**config.mk**
```make
export PLATFORM = sky130hd
export DESIGN_NAME = spi_eeprom_master
export DESIGN_NICKNAME = d
export VERILOG_FILES = /design/src/rtl/spi_ee_pkg.sv /design/src/rtl/spi_wait_timer.sv /design/src/rtl/spi_shift_engine.sv /design/src/rtl/spi_eeprom_master.sv
export SDC_FILE = /design/constraint.sdc
export NUM_CORES = 1
export LEC_CHECK = 0
export BUFFER_PORTS_ARGS = -buffer_cell sky130_fd_sc_hd__buf_4
export CAP_MARGIN = 10
export CORE_MARGIN = 4
export CORE_UTILIZATION = 59
export CTS_CLUSTER_DIAMETER = 150
export CTS_CLUSTER_SIZE = 40
export DETAILED_ROUTE_END_ITERATION = 12
export PLACE_DENSITY = 0.88
export SLEW_MARGIN = 10
export SYNTH_ARGS = -nofsm -noshare
export SYNTH_HDL_FRONTEND = slang
export SYNTH_SLANG_ARGS = --single-unit
export TNS_END_PERCENT = 30
```
**constraint.sdc**
```tcl
create_clock -name clk -period 3.7 [get_ports clk]
set_clock_uncertainty 0.15 [all_clocks]
set_input_delay 0 -clock clk [delete_from_list [all_inputs] [get_ports clk]]
set_output_delay 0 -clock clk [all_outputs]
set_load 0.05 [all_outputs]
```
**src/rtl/spi_ee_pkg.sv**
```systemverilog
package spi_ee_pkg;

   typedef enum logic [1:0] {
      OP_READ    = 2'd0,
      OP_WRITE   = 2'd1,
      OP_STAT_RD = 2'd2,
      OP_STAT_WR = 2'd3
   } ee_op_e;

   localparam logic [7:0] CMD_WREN = 8'h06;
   localparam logic [7:0] CMD_RDSR = 8'h05;
   localparam logic [7:0] CMD_WRSR = 8'h01;
   localparam logic [2:0] RD_TAIL  = 3'b011;
   localparam logic [2:0] WR_TAIL  = 3'b010;

   function automatic logic is_write_op(ee_op_e o);
      return (o == OP_WRITE) || (o == OP_STAT_WR);
   endfunction

endpackage

```
**src/rtl/spi_wait_timer.sv**
```systemverilog
module spi_wait_timer #(
   parameter int CNT_W = 8
) (
   input  logic             clk,
   input  logic             rst_n,
   input  logic             load,
   input  logic [CNT_W-1:0] len,
   output logic             expired
);

   logic [CNT_W-1:0] cnt;
   logic             active;

   always_ff @(posedge clk or negedge rst_n) begin
      if (!rst_n) begin
         cnt     <= '0;
         active  <= 1'b0;
         expired <= 1'b0;
      end else begin
         expired <= 1'b0;
         if (load) begin
            cnt    <= len;
            active <= 1'b1;
         end else if (active) begin
            if (cnt <= CNT_W'(1)) begin
               active  <= 1'b0;
               expired <= 1'b1;
            end else begin
               cnt <= cnt - CNT_W'(1);
            end
         end
      end
   end

   AST_TMR_NO_RELOAD: assert property (@(posedge clk) disable iff (!rst_n)
      load |-> !active);
   AST_TMR_ONE_SHOT: assert property (@(posedge clk) disable iff (!rst_n)
      expired |=> !expired);

endmodule

```
**src/rtl/spi_shift_engine.sv**
```systemverilog
module spi_shift_engine #(
   parameter int HALF_CYC = 2,
   parameter int FRAME_W  = 24,
   parameter int DATA_W   = 8,
   localparam int BIT_W   = $clog2(FRAME_W + 1)
) (
   input  logic               clk,
   input  logic               rst_n,
   input  logic               go,
   input  logic [FRAME_W-1:0] tx,
   input  logic [BIT_W-1:0]   nbits,
   input  logic               miso,
   output logic               cs_n,
   output logic               sck,
   output logic               mosi,
   output logic [DATA_W-1:0]  rx,
   output logic               fin
);

   localparam int CNT_W = (HALF_CYC > 1) ? $clog2(HALF_CYC) : 1;
   localparam logic [CNT_W-1:0] HALF_LAST = CNT_W'(HALF_CYC - 1);

   typedef enum logic [1:0] {E_IDLE, E_LO, E_HI, E_TAIL} eng_st_e;

   eng_st_e            st;
   logic [CNT_W-1:0]   cnt;
   logic [BIT_W-1:0]   bit_i;
   logic [FRAME_W-1:0] sh;

   always_ff @(posedge clk or negedge rst_n) begin
      if (!rst_n) begin
         st    <= E_IDLE;
         cnt   <= '0;
         bit_i <= '0;
         sh    <= '0;
         cs_n  <= 1'b1;
         sck   <= 1'b0;
         mosi  <= 1'b0;
         rx    <= '0;
         fin   <= 1'b0;
      end else begin
         fin <= 1'b0;
         case (st)
            E_IDLE: if (go) begin
               st    <= E_LO;
               cnt   <= '0;
               bit_i <= '0;
               cs_n  <= 1'b0;
               sck   <= 1'b0;
               mosi  <= tx[FRAME_W-1];
               sh    <= {tx[FRAME_W-2:0], 1'b0};
            end
            E_LO: begin
               if (cnt == HALF_LAST) begin
                  cnt <= '0;
                  sck <= 1'b1;
                  st  <= E_HI;
               end else begin
                  cnt <= cnt + CNT_W'(1);
               end
            end
            E_HI: begin
               if (cnt == HALF_LAST) begin
                  cnt <= '0;
                  sck <= 1'b0;
                  rx  <= {rx[DATA_W-2:0], miso};
                  if (bit_i == nbits - BIT_W'(1)) begin
                     st <= E_TAIL;
                  end else begin
                     bit_i <= bit_i + BIT_W'(1);
                     mosi  <= sh[FRAME_W-1];
                     sh    <= {sh[FRAME_W-2:0], 1'b0};
                     st    <= E_LO;
                  end
               end else begin
                  cnt <= cnt + CNT_W'(1);
               end
            end
            E_TAIL: begin
               if (cnt == HALF_LAST) begin
                  cnt  <= '0;
                  cs_n <= 1'b1;
                  mosi <= 1'b0;
                  fin  <= 1'b1;
                  st   <= E_IDLE;
               end else begin
                  cnt <= cnt + CNT_W'(1);
               end
            end
            default: st <= E_IDLE;
         endcase
      end
   end

   AST_SCK_IDLE_LOW: assert property (@(posedge clk) disable iff (!rst_n)
      cs_n |-> !sck);
   AST_SI_STEADY_HIGH: assert property (@(posedge clk) disable iff (!rst_n)
      (sck && $past(sck)) |-> $stable(mosi));
   AST_CS_RISE_SCK_LOW: assert property (@(posedge clk) disable iff (!rst_n)
      $rose(cs_n) |-> (!sck && fin));

endmodule

```
**src/rtl/spi_eeprom_master.sv**
```systemverilog
module spi_eeprom_master
   import spi_ee_pkg::*;
#(
   parameter int ADDR_W   = 9,
   parameter int DATA_W   = 8,
   parameter int HALF_CYC = 2,
   parameter int GAP_CYC  = 8,
   parameter int WAIT_CYC = 200
) (
   input  logic              clk,
   input  logic              rst_n,
   input  logic              start,
   input  logic [1:0]        op,
   input  logic [ADDR_W-1:0] addr,
   input  logic [DATA_W-1:0] wdata,
   output logic [DATA_W-1:0] rdata,
   output logic              busy,
   output logic              done,
   output logic              spi_cs_n,
   output logic              spi_sck,
   output logic              spi_mosi,
   input  logic              spi_miso,
   output logic              spi_wp,
   output logic              spi_rst_ctl
);

   localparam int FRAME_W = 16 + DATA_W;
   localparam int BIT_W   = $clog2(FRAME_W + 1);
   localparam int TMR_W   = $clog2(WAIT_CYC + 1);
   localparam logic [TMR_W-1:0] GAP_LEN  = TMR_W'(GAP_CYC);
   localparam logic [TMR_W-1:0] WAIT_LEN = TMR_W'(WAIT_CYC);

   generate
      if (DATA_W != 8) begin : g_bad_data
         $error("DATA_W must be 8");
      end
      if (ADDR_W < 8 || ADDR_W > 9) begin : g_bad_addr
         $error("ADDR_W must be 8 or 9");
      end
      if (HALF_CYC < 2) begin : g_bad_half
         $error("HALF_CYC must be at least 2");
      end
      if (GAP_CYC < 1 || WAIT_CYC <= GAP_CYC) begin : g_bad_wait
         $error("need 1 <= GAP_CYC < WAIT_CYC");
      end
   endgenerate

   typedef enum logic [2:0] {T_IDLE, T_WREN, T_GAP, T_MAIN, T_POST} top_st_e;

   top_st_e            st;
   ee_op_e             op_q;
   logic [ADDR_W-1:0]  addr_q;
   logic [DATA_W-1:0]  wdata_q;
   logic               go;
   logic               tmr_load;
   logic               expired;
   logic               fin;
   logic [DATA_W-1:0]  rx;
   logic [FRAME_W-1:0] tx;
   logic [BIT_W-1:0]   nbits;
   logic [TMR_W-1:0]   tmr_len;
   logic               a_hi;

   generate
      if (ADDR_W == 9) begin : g_addr9
         assign a_hi = addr_q[ADDR_W-1];
      end else begin : g_addr8
         assign a_hi = 1'b0;
      end
   endgenerate

   always_comb begin
      tx    = '0;
      nbits = BIT_W'(8);
      if (st == T_WREN) begin
         tx    = {CMD_WREN, {(FRAME_W-8){1'b0}}};
         nbits = BIT_W'(8);
      end else begin
         case (op_q)
            OP_READ: begin
               tx    = {4'b0000, a_hi, RD_TAIL, addr_q[7:0], {DATA_W{1'b1}}};
               nbits = BIT_W'(FRAME_W);
            end
            OP_WRITE: begin
               tx    = {4'b0000, a_hi, WR_TAIL, addr_q[7:0], wdata_q};
               nbits = BIT_W'(FRAME_W);
            end
            OP_STAT_RD: begin
               tx    = {CMD_RDSR, {DATA_W{1'b1}}, 8'h00};
               nbits = BIT_W'(8 + DATA_W);
            end
            OP_STAT_WR: begin
               tx    = {CMD_WRSR, wdata_q, 8'h00};
               nbits = BIT_W'(8 + DATA_W);
            end
         endcase
      end
   end

   assign tmr_len = (st == T_GAP) ? GAP_LEN : WAIT_LEN;

   always_ff @(posedge clk or negedge rst_n) begin
      if (!rst_n) begin
         st       <= T_IDLE;
         op_q     <= OP_READ;
         addr_q   <= '0;
         wdata_q  <= '0;
         go       <= 1'b0;
         tmr_load <= 1'b0;
         done     <= 1'b0;
         rdata    <= '0;
      end else begin
         go       <= 1'b0;
         tmr_load <= 1'b0;
         done     <= 1'b0;
         case (st)
            T_IDLE: if (start) begin
               op_q    <= ee_op_e'(op);
               addr_q  <= addr;
               wdata_q <= wdata;
               go      <= 1'b1;
               st      <= is_write_op(ee_op_e'(op)) ? T_WREN : T_MAIN;
            end
            T_WREN: if (fin) begin
               st       <= T_GAP;
               tmr_load <= 1'b1;
            end
            T_GAP: if (expired) begin
               st <= T_MAIN;
               go <= 1'b1;
            end
            T_MAIN: if (fin) begin
               if (is_write_op(op_q)) begin
                  st       <= T_POST;
                  tmr_load <= 1'b1;
               end else begin
                  st    <= T_IDLE;
                  done  <= 1'b1;
                  rdata <= rx;
               end
            end
            T_POST: if (expired) begin
               st   <= T_IDLE;
               done <= 1'b1;
            end
            default: st <= T_IDLE;
         endcase
      end
   end

   assign busy        = (st != T_IDLE);
   assign spi_wp      = busy && is_write_op(op_q);
   assign spi_rst_ctl = 1'b1;

   spi_shift_engine #(
      .HALF_CYC (HALF_CYC),
      .FRAME_W  (FRAME_W),
      .DATA_W   (DATA_W)
   ) u_engine (
      .clk   (clk),
      .rst_n (rst_n),
      .go    (go),
      .tx    (tx),
      .nbits (nbits),
      .miso  (spi_miso),
      .cs_n  (spi_cs_n),
      .sck   (spi_sck),
      .mosi  (spi_mosi),
      .rx    (rx),
      .fin   (fin)
   );

   spi_wait_timer #(
      .CNT_W (TMR_W)
   ) u_timer (
      .clk     (clk),
      .rst_n   (rst_n),
      .load    (tmr_load),
      .len     (tmr_len),
      .expired (expired)
   );

   AST_BUSY_AFTER_START: assert property (@(posedge clk) disable iff (!rst_n)
      (start && !busy) |=> busy);
   AST_DONE_SINGLE: assert property (@(posedge clk) disable iff (!rst_n)
      done |=> !done);
   AST_DONE_NOT_BUSY: assert property (@(posedge clk) disable iff (!rst_n)
      done |-> !busy);
   AST_CS_QUIET_IDLE: assert property (@(posedge clk) disable iff (!rst_n)
      !busy |-> spi_cs_n);
   AST_POST_QUIET: assert property (@(posedge clk) disable iff (!rst_n)
      (st == T_POST || st == T_GAP) |-> spi_cs_n);
   AST_NO_GO_WHILE_FRAME: assert property (@(posedge clk) disable iff (!rst_n)
      go |-> spi_cs_n);

endmodule

```
==> impl_results.md <==
- Outcome: finished, final reports clean
- Final Hold Vio Count: 0
- Detailed-route DRC error count: 0
- Largest net degree at the start of global routing: 87
- Layout cells sized above 1: between 20 and 30%
- Setup TNS: 0 ns
- Multi-input combinational cell area: 1754 um2
- Syn avg cell area: between 10 and 15 um2
- Syn_nets: 370
- Worst-path fanout max: 19
- Post-synth EDFFs: 0
- Critical path arrival: 2.71 ns
- H-tree depth: 3
- Hold_buf cts: 22
- Row cnt: 29
- CP endpoint kind: register
- Synth top area share: 52.45%
- Actual slew at the worst max-slew pin: between 1 and 1.5 ns
- Final net count: approximately 420
- Crit Path Category: register to register
- GRT Total Usage: around 21%
- Core box area: around 6500 um2
- Final worst setup slack: roughly 1.1 ns
- Distinct cells, synth: 57
- Vias per cell: a little under 6
- Async S/R FF share, synth: 100.0%
- Area grow syn2layout: 18.33%
- Reg2reg path depth: 5
- I/O pins: 38
- Pleak: 2.279 nW
- P per Cell Area: 376.2 nW/um2
- RR Endpoint: u_engine.sh[4]$_DFFE_PN0P_
- Post-CTS sizing: 0
- 1st-iter DRT viols: ~180
- Main area contributors after synthesis: dfrtp_1, mux2_2, mux2_4
- Tcrit/Tclk final: ~71%
- Cell count after synthesis: about 340
- Worst R2R Start: op_q[1]$_DFFE_PN0P_
- IO buf count: 36
- Placed insts: between 400 and 500
- Pre-CTS setup slack: 1.112 ns
- Setup Fix Bufs, Post-CTS: 0
- Number of fill cells: slightly above 400
- Starting density of the core: between 60% and 70%
- Vert. Die Dim: approximately 91 um
- Die width: 90.91 um
- Total number of vias: between 2,000 and 3,000
- Final core utilization: 73.88%
- Die area: about 8300 um2
- Final Total Pwr: 1.805 mW
- Detail Placement HPWL: between 5000 and 6000 um
- Yosys warns: 0
- Vias in the first global route: 2,898
- Count leader, synth: dfrtp_1
- Clk sink count: 86
- Worst hold margin: slightly above 0.2 ns
- Final Max Slew Viols: 0
- Router iterations before antenna repair: 4
- Post-DRT Antenna Nets: 0
- Tmin final: roughly 2.6 ns
- Flops & latches, synth: 86
- Max Cap Viol: 0
- Peak Freq: ~380 MHz
- Area after DPL: 4327 um2
- Prevailing post-synth register cell: dfrtp_1
- CTS clk-pin slew, worst paths: ~0.08 ns
- VDD IR-drop max: ~0.00029 V
- Drt wl/cell: around 17 um
- Startpoint Class: register
- Worst min path class: input port to async pin
- Critical Path RT: 3.78 ns
- Setup-failing EPs final: 0
- CTS tree: yes
- RD Place Congestion: between 0.8 and 0.9
- Clk buf depth: 2
- Mapped Area: roughly 4100 um2
- Sequential share of the synthesized area: around 53%
- R2R setup slack: 1.07 ns
- Root Buffer: clkbuf_8
- Cell area after layout: 4798 um2
- Post-synth top area cell: dfrtp_1
- Total grt overflow: 0
- Initial antenna violation count: 0
- Slew HR: 31.16%
- Post-Layout Cell Count: between 400 and 500
- Register Area: 2153 um2
- Clock latency on the worst-skew pair: approximately 0.35 ns
- Detailed Route WL: between 7000 and 8000 um
- First-pass GRT wire length: 13,640 um
- CTS Buf Count: 9
- RSZ-0062 raised after global routing: false
- Post-synth top cells: dfrtp_1, mux2_2, nand2_1
[per-layer routing]
| layer | global-route usage [%] | vias up | wire length [um] |
|---|---|---|---|
| li1 | - | 1318 | - |
| met4 | 6.281 | 0 | 94 |
| met1 | 26.57 | 1392 | 3484 |
| met5 | 0 | - | 0 |
| met2 | 35.15 | 52 | 4114 |
| met3 | 4.500 | 11 | 300 |
[registers in the layout (all words and copies together), names as in the netlist, 3 cells and up]
register        cells
rdata               8
st                  3
wdata_q             8
u_engine.bit_i      5
u_timer.cnt         8
u_engine.sh        23
addr_q              9
u_engine.rx         8
[power by group]
group / internal [mW] / switching (mW) / leakage [nW] / total (mW)
logic: 0.0316 / 0.0285 / 0.972 / 0.0601
registers: 0.940 / 0.00164 / 1.18 / 0.942
clock network: 0.487 / 0.317 / 0.124 / 0.803
[logic make-up (layout without fill, tap and decap cells)]
kind of cell,count (synthesis),count (layout),share of synthesized area [%]
flops,86,86,53.10
xor+xnor,3,3,0.6481
compound gates,62,62,11.35
other cells,1,2,0.09248
simple gates,96,96,12.44
fa+ha+maj,3,3,0.9257
mux,62,62,17.80
buf+inv,31,87,3.641
[worst max-delay path, cell delays in order, from the launching register on]
cell and delay [ns]:
dfrtp_1 0.78, or3b_1 0.22, a211o_1 0.21, nand2_4 0.10, a21oi_4 0.63, mux2_2 0.42
[worst max-delay path by stage]
stage / startpoint / endpoint / slack (ns)
6_report: op_q[1]$_DFFE_PN0P_ / u_engine.sh[4]$_DFFE_PN0P_ / 1.07
3_5_place_dp: op_q[1]$_DFFE_PN0P_ / u_engine.sh[6]$_DFFE_PN0P_ / 1.11
2_1_floorplan: st[1]$_DFFE_PN0P_ / u_engine.sh[11]$_DFFE_PN0P_ / 1.54
4_1_cts: op_q[1]$_DFFE_PN0P_ / u_engine.sh[4]$_DFFE_PN0P_ / 1.10
3_3_place_gp: op_q[1]$_DFFE_PN0P_ / u_engine.sh[2]$_DFFE_PN0P_ / 1.21
5_1_grt: op_q[1]$_DFFE_PN0P_ / u_engine.sh[8]$_DFFE_PN0P_ / 0.98
[area by class of cell]
class	instances	area share, %
Sequential cell	86	44.88
Inverter	12	0.9387
Multi-Input combinational cell	227	36.56
Tap cell	77	2.008
Antenna cell	1	0.05215
Clock buffer	13	3.312
Timing Repair Buffer	59	10.38
Clock inverter	3	1.877
[cells in the final DEF (no fill, tap or decap), types with 9 or more instances in the layout]
master	Yosys	routed
buf_4	2	37
dlygate4sd3_1	0	22
mux2_2	45	45
inv_1	12	12
mux2_4	9	9
o21ai_0	21	21
nand2b_1	11	11
clkbuf_8	0	11
a22o_1	12	12
dfrtp_1	85	85
nor2_1	19	19
nand2_1	27	27
(Power assumes the default switching activity.)
